--- src/rtl/fifo_evt_pkg.sv ---
package fifo_evt_pkg;
  localparam int NUM_IRQ  = 8;
  localparam int NUM_WAKE = 4;

  // interrupt flag positions
  localparam int F_TX_LOW   = 0;
  localparam int F_TX_EMPTY = 1;
  localparam int F_RX_HIGH  = 2;
  localparam int F_RX_FULL  = 3;
  localparam int F_TX_OVR   = 4;
  localparam int F_TX_UND   = 5;
  localparam int F_RX_OVR   = 6;
  localparam int F_RX_UND   = 7;

  localparam logic [NUM_IRQ-1:0]  TX_IRQ_MASK  = 8'b0011_0011;
  localparam logic [NUM_IRQ-1:0]  RX_IRQ_MASK  = 8'b1100_1100;
  localparam logic [NUM_WAKE-1:0] TX_WAKE_MASK = 4'b0011;
  localparam logic [NUM_WAKE-1:0] RX_WAKE_MASK = 4'b1100;

  typedef struct packed {
    logic [NUM_IRQ-1:0]  irqSet;
    logic [NUM_WAKE-1:0] wakeSet;
    logic                txReqCond;
    logic                rxReqCond;
    logic                txFlush;
    logic                rxFlush;
  } evt_strobe_t;
endpackage

--- src/rtl/fifo_evt_control.sv ---
module fifo_evt_control import fifo_evt_pkg::*; #(
  parameter int LVL_W = 6
) (
  input  logic [LVL_W-1:0] txCount,
  input  logic [LVL_W-1:0] rxCount,
  input  logic [LVL_W-1:0] txLevel,
  input  logic [LVL_W-1:0] rxLevel,
  input  logic             txFull,
  input  logic             txEmpty,
  input  logic             rxFull,
  input  logic             rxEmpty,
  input  logic             busPush,
  input  logic             busPop,
  input  logic             serPush,
  input  logic             serPop,
  input  logic             txDmaEn,
  input  logic             rxDmaEn,
  input  logic             txClear,
  input  logic             rxClear,
  output evt_strobe_t      strb
);
  logic txBelow;
  logic rxAbove;

  assign txBelow = txCount < txLevel;
  assign rxAbove = rxCount > rxLevel;

  always_comb begin
    strb = '0;
    strb.irqSet[F_TX_LOW]   = txBelow;
    strb.irqSet[F_TX_EMPTY] = txEmpty;
    strb.irqSet[F_RX_HIGH]  = rxAbove;
    strb.irqSet[F_RX_FULL]  = rxFull;
    strb.irqSet[F_TX_OVR]   = busPush & txFull;
    strb.irqSet[F_TX_UND]   = serPop  & txEmpty;
    strb.irqSet[F_RX_OVR]   = serPush & rxFull;
    strb.irqSet[F_RX_UND]   = busPop  & rxEmpty;
    strb.wakeSet            = strb.irqSet[NUM_WAKE-1:0];
    strb.txReqCond          = txDmaEn & txBelow;
    strb.rxReqCond          = rxDmaEn & rxAbove;
    strb.txFlush            = txClear;
    strb.rxFlush            = rxClear;
  end
endmodule

--- src/rtl/fifo_evt_datapath.sv ---
module fifo_evt_datapath import fifo_evt_pkg::*; (
  input  logic                clk,
  input  logic                rstN,
  input  evt_strobe_t         strb,
  input  logic [NUM_IRQ-1:0]  irqEn,
  input  logic [NUM_WAKE-1:0] wakeEn,
  input  logic                irqClrWr,
  input  logic [NUM_IRQ-1:0]  irqClrData,
  input  logic                wakeClrWr,
  input  logic [NUM_WAKE-1:0] wakeClrData,
  output logic                txDmaReq,
  output logic                rxDmaReq,
  output logic                txPtrReset,
  output logic                rxPtrReset,
  output logic [NUM_IRQ-1:0]  irqFlags,
  output logic [NUM_WAKE-1:0] wakeFlags,
  output logic                irq,
  output logic                wake
);
  logic [NUM_IRQ-1:0]  irqFlush;
  logic [NUM_WAKE-1:0] wakeFlush;

  assign irqFlush  = (strb.txFlush ? TX_IRQ_MASK  : '0) | (strb.rxFlush ? RX_IRQ_MASK  : '0);
  assign wakeFlush = (strb.txFlush ? TX_WAKE_MASK : '0) | (strb.rxFlush ? RX_WAKE_MASK : '0);

  // flush beats set, set beats write-one clear
  for (genvar i = 0; i < NUM_IRQ; i++) begin : g_irqFlag
    logic bitQ;
    always_ff @(posedge clk or negedge rstN) begin
      if (!rstN)                           bitQ <= 1'b0;
      else if (irqFlush[i])                bitQ <= 1'b0;
      else if (strb.irqSet[i])             bitQ <= 1'b1;
      else if (irqClrWr && irqClrData[i])  bitQ <= 1'b0;
    end
    assign irqFlags[i] = bitQ;
  end

  for (genvar j = 0; j < NUM_WAKE; j++) begin : g_wakeFlag
    logic bitQ;
    always_ff @(posedge clk or negedge rstN) begin
      if (!rstN)                            bitQ <= 1'b0;
      else if (wakeFlush[j])                bitQ <= 1'b0;
      else if (strb.wakeSet[j])             bitQ <= 1'b1;
      else if (wakeClrWr && wakeClrData[j]) bitQ <= 1'b0;
    end
    assign wakeFlags[j] = bitQ;
  end

  always_ff @(posedge clk or negedge rstN) begin
    if (!rstN) begin
      txDmaReq   <= 1'b0;
      rxDmaReq   <= 1'b0;
      txPtrReset <= 1'b0;
      rxPtrReset <= 1'b0;
    end else begin
      txDmaReq   <= strb.txReqCond & ~strb.txFlush;
      rxDmaReq   <= strb.rxReqCond & ~strb.rxFlush;
      txPtrReset <= strb.txFlush;
      rxPtrReset <= strb.rxFlush;
    end
  end

  assign irq  = |(irqFlags & irqEn);
  assign wake = |(wakeFlags & wakeEn);
endmodule

--- src/rtl/fifo_evt_ctrl.sv ---
module fifo_evt_ctrl import fifo_evt_pkg::*; #(
  parameter int LVL_W = 6
) (
  input  logic                clk,
  input  logic                rstN,
  input  logic [LVL_W-1:0]    txCount,
  input  logic [LVL_W-1:0]    rxCount,
  input  logic [LVL_W-1:0]    txLevel,
  input  logic [LVL_W-1:0]    rxLevel,
  input  logic                txFull,
  input  logic                txEmpty,
  input  logic                rxFull,
  input  logic                rxEmpty,
  input  logic                busPush,
  input  logic                busPop,
  input  logic                serPush,
  input  logic                serPop,
  input  logic                txDmaEn,
  input  logic                rxDmaEn,
  input  logic                txClear,
  input  logic                rxClear,
  input  logic [NUM_IRQ-1:0]  irqEn,
  input  logic [NUM_WAKE-1:0] wakeEn,
  input  logic                irqClrWr,
  input  logic [NUM_IRQ-1:0]  irqClrData,
  input  logic                wakeClrWr,
  input  logic [NUM_WAKE-1:0] wakeClrData,
  output logic                txDmaReq,
  output logic                rxDmaReq,
  output logic                txPtrReset,
  output logic                rxPtrReset,
  output logic [NUM_IRQ-1:0]  irqFlags,
  output logic [NUM_WAKE-1:0] wakeFlags,
  output logic                irq,
  output logic                wake
);
  evt_strobe_t strb;

  fifo_evt_control #(.LVL_W(LVL_W)) ctrl_i (
    .txCount(txCount), .rxCount(rxCount), .txLevel(txLevel), .rxLevel(rxLevel),
    .txFull(txFull), .txEmpty(txEmpty), .rxFull(rxFull), .rxEmpty(rxEmpty),
    .busPush(busPush), .busPop(busPop), .serPush(serPush), .serPop(serPop),
    .txDmaEn(txDmaEn), .rxDmaEn(rxDmaEn), .txClear(txClear), .rxClear(rxClear),
    .strb(strb)
  );

  fifo_evt_datapath dp_i (
    .clk(clk), .rstN(rstN), .strb(strb), .irqEn(irqEn), .wakeEn(wakeEn),
    .irqClrWr(irqClrWr), .irqClrData(irqClrData),
    .wakeClrWr(wakeClrWr), .wakeClrData(wakeClrData),
    .txDmaReq(txDmaReq), .rxDmaReq(rxDmaReq),
    .txPtrReset(txPtrReset), .rxPtrReset(rxPtrReset),
    .irqFlags(irqFlags), .wakeFlags(wakeFlags), .irq(irq), .wake(wake)
  );
endmodule

--- config.mk ---
export PLATFORM = sky130hd
export DESIGN_NAME = fifo_evt_ctrl
export DESIGN_NICKNAME = d
export VERILOG_FILES = /design/src/rtl/fifo_evt_pkg.sv /design/src/rtl/fifo_evt_control.sv /design/src/rtl/fifo_evt_datapath.sv /design/src/rtl/fifo_evt_ctrl.sv
export SDC_FILE = /design/constraint.sdc
export NUM_CORES = 1
export LEC_CHECK = 0
export ABC_AREA = 1
export ABC_CLOCK_PERIOD_IN_PS = 930
export CORE_ASPECT_RATIO = 0.9
export CORE_MARGIN = 2
export CORE_UTILIZATION = 52
export DETAILED_ROUTE_END_ITERATION = 7
export DONT_BUFFER_PORTS = 1
export HOLD_SLACK_MARGIN = 0.12
export PLACE_DENSITY = 0.67
export SLEW_MARGIN = 20
export SYNTH_ARGS = -nofsm -noshare
export SYNTH_HDL_FRONTEND = slang
export SYNTH_SLANG_ARGS = --single-unit
--- constraint.sdc ---
create_clock -name clk -period 0.93 [get_ports clk]
set_input_delay 0.0465 -clock clk [delete_from_list [all_inputs] [get_ports clk]]
set_output_delay 0.0465 -clock clk [all_outputs]
set_load 0.01 [all_outputs]
Word-level counts from Yosys, hierarchy flattened
Cells that the tools add are included.
{"block": "totals", "regBits": 16, "latchBits": 0, "ramBits": 0, "romBits": 0, "in_bits": 64, "n_memories": 0}
{"block": "classes", "add_sub_neg": 0, "n_mul": 0, "div": 0, "magnitude_cmp": 2, "n_eq_ne": 0, "shifts": 0, "n_mux": 40, "n_bitwise": 14, "n_reduce_logical": 26}
{"operator": "1-bit two-way mux", "n": 36}
{"operator": "3-bit nonzero test", "n": 12}
{"operator": "1-bit logical AND", "n": 12}
{"operator": "1-bit AND", "n": 8}
{"operator": "8-bit AND", "n": 1}
{"operator": "8-bit two-way mux", "n": 1}
{"operator": "8-bit bitwise OR", "n": 1}
{"operator": "8-bit OR reduction", "n": 1}
{"operator": "6-bit greater-than comparator", "n": 1}
{"operator": "6-bit < comparator", "n": 1}
{"operator": "6-bit two-way mux", "n": 1}
{"operator": "4-bit AND", "n": 1}
{"operator": "4-bit two-way mux", "n": 1}
{"operator": "4-bit bitwise OR", "n": 1}
{"operator": "4-bit OR reduction", "n": 1}
{"operator": "2-bit two-way mux", "n": 1}
{"operator": "1-bit inverter", "n": 2}

Longest topological paths before layout
{"block": "depth", "ltp_word": 4, "depth_mapped": 9, "ltp_nobuf": 9}

By module
From an unflattened synthesis, not the netlist that was laid out.
{"block": "hier_totals", "hier_cells": 178, "hier_area_um2": 1228.7}
{"mod": "fifo_evt_datapath", "n_inst": 1, "cells_per_inst": 101, "area_per_inst_um2": 783.3}
{"mod": "fifo_evt_control", "n_inst": 1, "cells_per_inst": 77, "area_per_inst_um2": 445.4}

Worst setup path after synthesis
OpenSTA, ideal clock, no wires.
{"block": "synth_timing", "path_kind": "input-to-reg", "startpoint": "input rxLevel[5]", "endpoint": "register dp_i.g_irqFlag[2].bitQ", "setup_ns": 0.077, "t_arrival_ns": 0.792, "required_ns": 0.853, "slack_ns": 0.060, "path_stages": 8, "n_path_buf": 0, "path_cell_list": "inv_1 ha_1 nand2_2 nor2_4 nand2_2 nand3_2 nand2_2 a21oi_1"}
{"block": "synth_via", "elab_chain_cells": 3, "word_cells_on_any_way": 4, "cone_classes": "order compare: 1; mux: 2; reduce/logical: 1"}
{"item": "from (decl)", "line_no": "fifo_evt_ctrl.sv:9", "source": "input logic [LVL_W-1:0] rxLevel,"}
{"item": "6-bit greater-than comparator (*)", "line_no": "fifo_evt_control.sv:26", "source": "assign rxAbove = rxCount > rxLevel;"}
{"item": "1-bit two-way mux", "line_no": "fifo_evt_datapath.sv:32", "source": "else if (strb.irqSet[i]) bitQ <= 1'b1;"}
{"item": "1-bit two-way mux", "line_no": "fifo_evt_datapath.sv:31", "source": "else if (irqFlush[i]) bitQ <= 1'b0;"}
{"item": "to (signal assigned)", "line_no": "fifo_evt_datapath.sv:31"}
{"item": "to (signal assigned)", "line_no": "fifo_evt_datapath.sv:32"}
{"item": "to (signal assigned)", "line_no": "fifo_evt_datapath.sv:33", "source": "else if (irqClrWr && irqClrData[i]) bitQ <= 1'b0;"}
{"item": "to (decl)", "line_no": "fifo_evt_datapath.sv:28", "source": "logic bitQ;"}
Every way passes the cells marked *; elsewhere a longest branch is shown, timed or not.
A chain may end at the register's enable or synchronous reset.

Final worst setup path
{"block": "layout_timing", "startpoint": "register dp_i.g_irqFlag[4].bitQ", "endpoint": "output irq"}
{"block": "layout_via", "elab_chain_cells": 2}
{"item": "from (decl)", "line_no": "fifo_evt_datapath.sv:28"}
{"item": "from (signal assigned)", "line_no": "fifo_evt_datapath.sv:30", "source": "if (!rstN) bitQ <= 1'b0;"}
{"item": "from (signal assigned)", "line_no": "fifo_evt_datapath.sv:31"}
{"item": "from (signal assigned)", "line_no": "fifo_evt_datapath.sv:32"}
{"item": "8-bit AND", "line_no": "fifo_evt_datapath.sv:63", "source": "assign irq = |(irqFlags & irqEn);"}
{"item": "8-bit OR reduction", "line_no": "fifo_evt_datapath.sv:63"}
{"item": "to (decl)", "line_no": "fifo_evt_ctrl.sv:34", "source": "output logic irq,"}
Every way passes these cells.

==> results.py <==
metrics = {
    "outcome": {
        "status": "complete, but fails checks",
        "violations": "setup timing",
    },
    "synth": {
        "netlist_area_um2": 1080,
        "synth_edf_count": 0,
        "synthFlopType": "dfrtp_1",
        "yosys_warnings": 0,
        "synth.avg_cell_area_um2": 7.52,
        "synthCells": 144,
        "synth-async-reset-ratio_pct": 100,
        "synth_most_common_cell": "nand2_1",
        "synthTopCellsByArea": "dfrtp_1 (37%), nand2_1 (19%), ha_1 (13%)",
        "synth_seq_area_share_pct": 37.0,
        "synthTopCellsByCount": "nand2_1 (54), inv_1 (20), dfrtp_1 (16)",
        "synth.ff_latch_count": 16,
        "synth_nets": 219,
        "synth_top_area_cell": "dfrtp_1",
        "synth.top_cell.area_share_pct": 37.0,
        "ys_types": 16,
    },
    "finish": {
        "area_delta_synth_final_pct": 33.4,
        "finalInstanceArea_um2": 1440,
        "n_fill_cell": 140,
        "drive_above_1_share_pct": 13.8,
        "nets": 250,
        "diodes": 0,
        "final_util_pct": 74.7,
    },
    "die": {
        "dieArea_um2": 2460,
        "die_x_um": 52.1,
        "io_pins": 82,
        "die_h_um": 47.3,
        "rows": 15,
        "core_area_um2": 1930,
        "initial_core_util_pct": 56.0,
    },
    "worst_setup_path": {
        "end_kind": "output pin",
        "crit_chain": "nand2_1, nand2_1, a221oi_2, nand2_1",
        "path_delay_family": "flip-flops",
        "ff2ff_setup_slack_ns": -0.05,
        "r2r-end": "dp_i.g_irqFlag[1].bitQ",
        "path_buf_inv": 0,
        "critPathMostFrequentCell": "nand2_1",
        "critPathArrivalTime_ns": 1.12,
        "r2r_cells": 5,
        "reg2reg_from": "dp_i.g_irqFlag[1].bitQ",
        "cp_slowest_stage_delay_ns": 0.39,
        "worst_ep_required_time_ns": 0.88,
        "critPathLaunchType": "register",
        "criticalPathCategory": "reg -> out",
        "crit_slowest_cell": "dfrtp_1",
        "cp_max_fo": 2,
        "cp.depth": 4,
    },
    "drt": {
        "routed_wl_mm": 2.74,
        "wire_per_inst_um": 13.8,
        "antenna_left": 0,
        "firstDrtPassIters": 4,
        "num_vias": 1014,
        "drtIter0Drc": 20,
        "vias_per_cell": 5.10,
        "drc": 0,
    },
    "power": {
        "p_switching_mw": 0.490,
        "seqPwrFrac_pct": 46.8,
        "power.leakage_nw": 0.776,
        "p_per_area_nw_per_um2": 1180,
        "power_frac_comb_pct": 27.2,
        "clkPwrFrac_pct": 26.0,
        "peakVddDrop_v": 0.000652,
        "switching_share_pct": 28.6,
        "intPower_mw": 1.22,
    },
    "flow_run": {
        "cap_violations": 0,
    },
    "clock_tree": {
        "cts_root_buf": "clkbuf_4",
        "tritoncts": "built",
        "clock_path_buffers": 2,
        "clk_pin_slew_ns": 0.09,
        "ctsHoldBuffers": 29,
        "cts_buffers": 3,
        "clkLatencyLatePin_ns": 0.28,
        "cts.sinks": 16,
        "htree_levels": 1,
    },
    "sta": {
        "setup-tns-final_ns": -0.573,
        "slew_violations": 0,
        "rsz0062_at_grt": "yes",
        "whs_ns": 0.117,
        "setup_slack_ns": -0.237,
        "period_share_pct": 125,
        "fin_skew_ns": 0,
        "timing.fmax_mhz": 857,
        "hold_violations": 0,
        "worstMarginPinSlew_ns": 0.694,
        "min_period_ns": 1.17,
        "slew_headroom_pct": 53.6,
        "finalSetupViolCount": 4,
    },
    "global_routing": {
        "grt_first_pass_wirelength_mm": 3.79,
        "grt_max_degree": 17,
        "grt_remaining_overflow": 0,
        "grtUsageTotal_pct": 21.6,
        "antenna_found_initial": 0,
        "grt_pass1_vias": 909,
    },
    "placement": {
        "preCtsSetupSlack_ns": -0.00939,
        "dpl-instance-area_um2": 1080,
        "place_congestion": 0.716,
        "dp_hpwl_mm": 1.85,
        "io_buffer_count": 0,
    },
    "worst_hold_path": {
        "holdCritStartpoint": "rxLevel[0]",
        "min_path_type": "in -> reg",
        "whs_endpoint": "dp_i.rxDmaReq",
        "hold_depth": 4,
    },
}
-- final cells by class --
class	instances	area (um2)	share of cell area (%)
clock buffers	4	36.3	2.51
inverters	20	75.1	5.20
multi-input cells	95	531	36.7
flip-flops and latches	16	402	27.8
well taps	25	31.3	2.17
repair buffers	39	369	25.6
-- flip-flops by register name (all words and copies together), names as in the netlist --
signal,flops
dp_i.txPtrReset,1
dp_i.rxPtrReset,1
dp_i.rxDmaReq,1
dp_i.g_wakeFlag.bitQ,4
dp_i.txDmaReq,1
dp_i.g_irqFlag.bitQ,8
-- tightest hold or removal path, stage by stage --
cell,delay (ns)
ha_1,0.10
nand3_1,0.08
nand2_2,0.09
nor2_1,0.04
-- power by group through the flow --
stage / combinational (mW) / clock [mW] / sequential, mW
5_1_grt: 0.517 / 0.491 / 0.806
4_1_cts: 0.451 / 0.454 / 0.798
3_3_place_gp: 0.299 / 0 / 0.808
6_report: 0.465 / 0.445 / 0.801
2_1_floorplan: 0.297 / 0 / 0.795
3_5_place_dp: 0.311 / 0 / 0.809
-- worst max path at each step --
stage	to	start	slack, ns
floorplan	dp_i.g_irqFlag[2].bitQ	rxLevel[5]	0.06
global placement	dp_i.g_irqFlag[0].bitQ	txLevel[5]	0.02
detailed placement	dp_i.g_wakeFlag[0].bitQ	txLevel[5]	-0.009
CTS	irq	dp_i.g_irqFlag[4].bitQ	-0.21
global route	irq	dp_i.g_irqFlag[4].bitQ	-0.32
finish	irq	dp_i.g_irqFlag[4].bitQ	-0.24
-- cell usage in the layout (no fill, tap or decap), drive strengths merged --
| cell type | count |
|---|---|
| nand3 | 6 |
| a21oi | 10 |
| buf | 10 |
| nand2 | 58 |
| dfrtp | 16 |
| clkbuf | 4 |
| nand4 | 1 |
| inv | 20 |
| o21ai | 1 |
| nor2 | 5 |
| a221oi | 2 |
| ha | 11 |
| a21o | 1 |
| dlygate4sd3 | 29 |
-- cells by family (layout without fill, tap and decap cells) --
family,count (synthesis),count (layout),share of synthesized area (%)
simple gates,70,70,27.3
buf+inv,33,63,15.6
flops,16,16,37.0
compound gates,14,14,7.40
fa+ha+maj,11,11,12.7
-- repair_timing --
action | CTS | global route
cloned | 0 | 0
resized for setup | 3 | 2
endpoints found under the hold margin | 32 | 1
setup endpoints to repair | 2 | 3
pin swaps | 6 | 4
buffers inserted | 1 | 1
-- per-stage QoR --
stage / instances / total power, mW
4_1_cts: 198 / 1.70
3_3_place_gp: 164 / 1.11
2_1_floorplan: 144 / 1.09
3_5_place_dp: 164 / 1.12
6_report: 199 / 1.71
5_1_grt: 199 / 1.81
-- routing by layer --
metal	track usage (%)	vias to the layer above	routed length (um)
met5	0	-	0
met1	20.2	460	976
met2	44.8	52	1530
li1	-	498	-
met4	10.5	0	36
met3	4.78	4	194
Note: power is estimated with default switching activity, not from simulation.
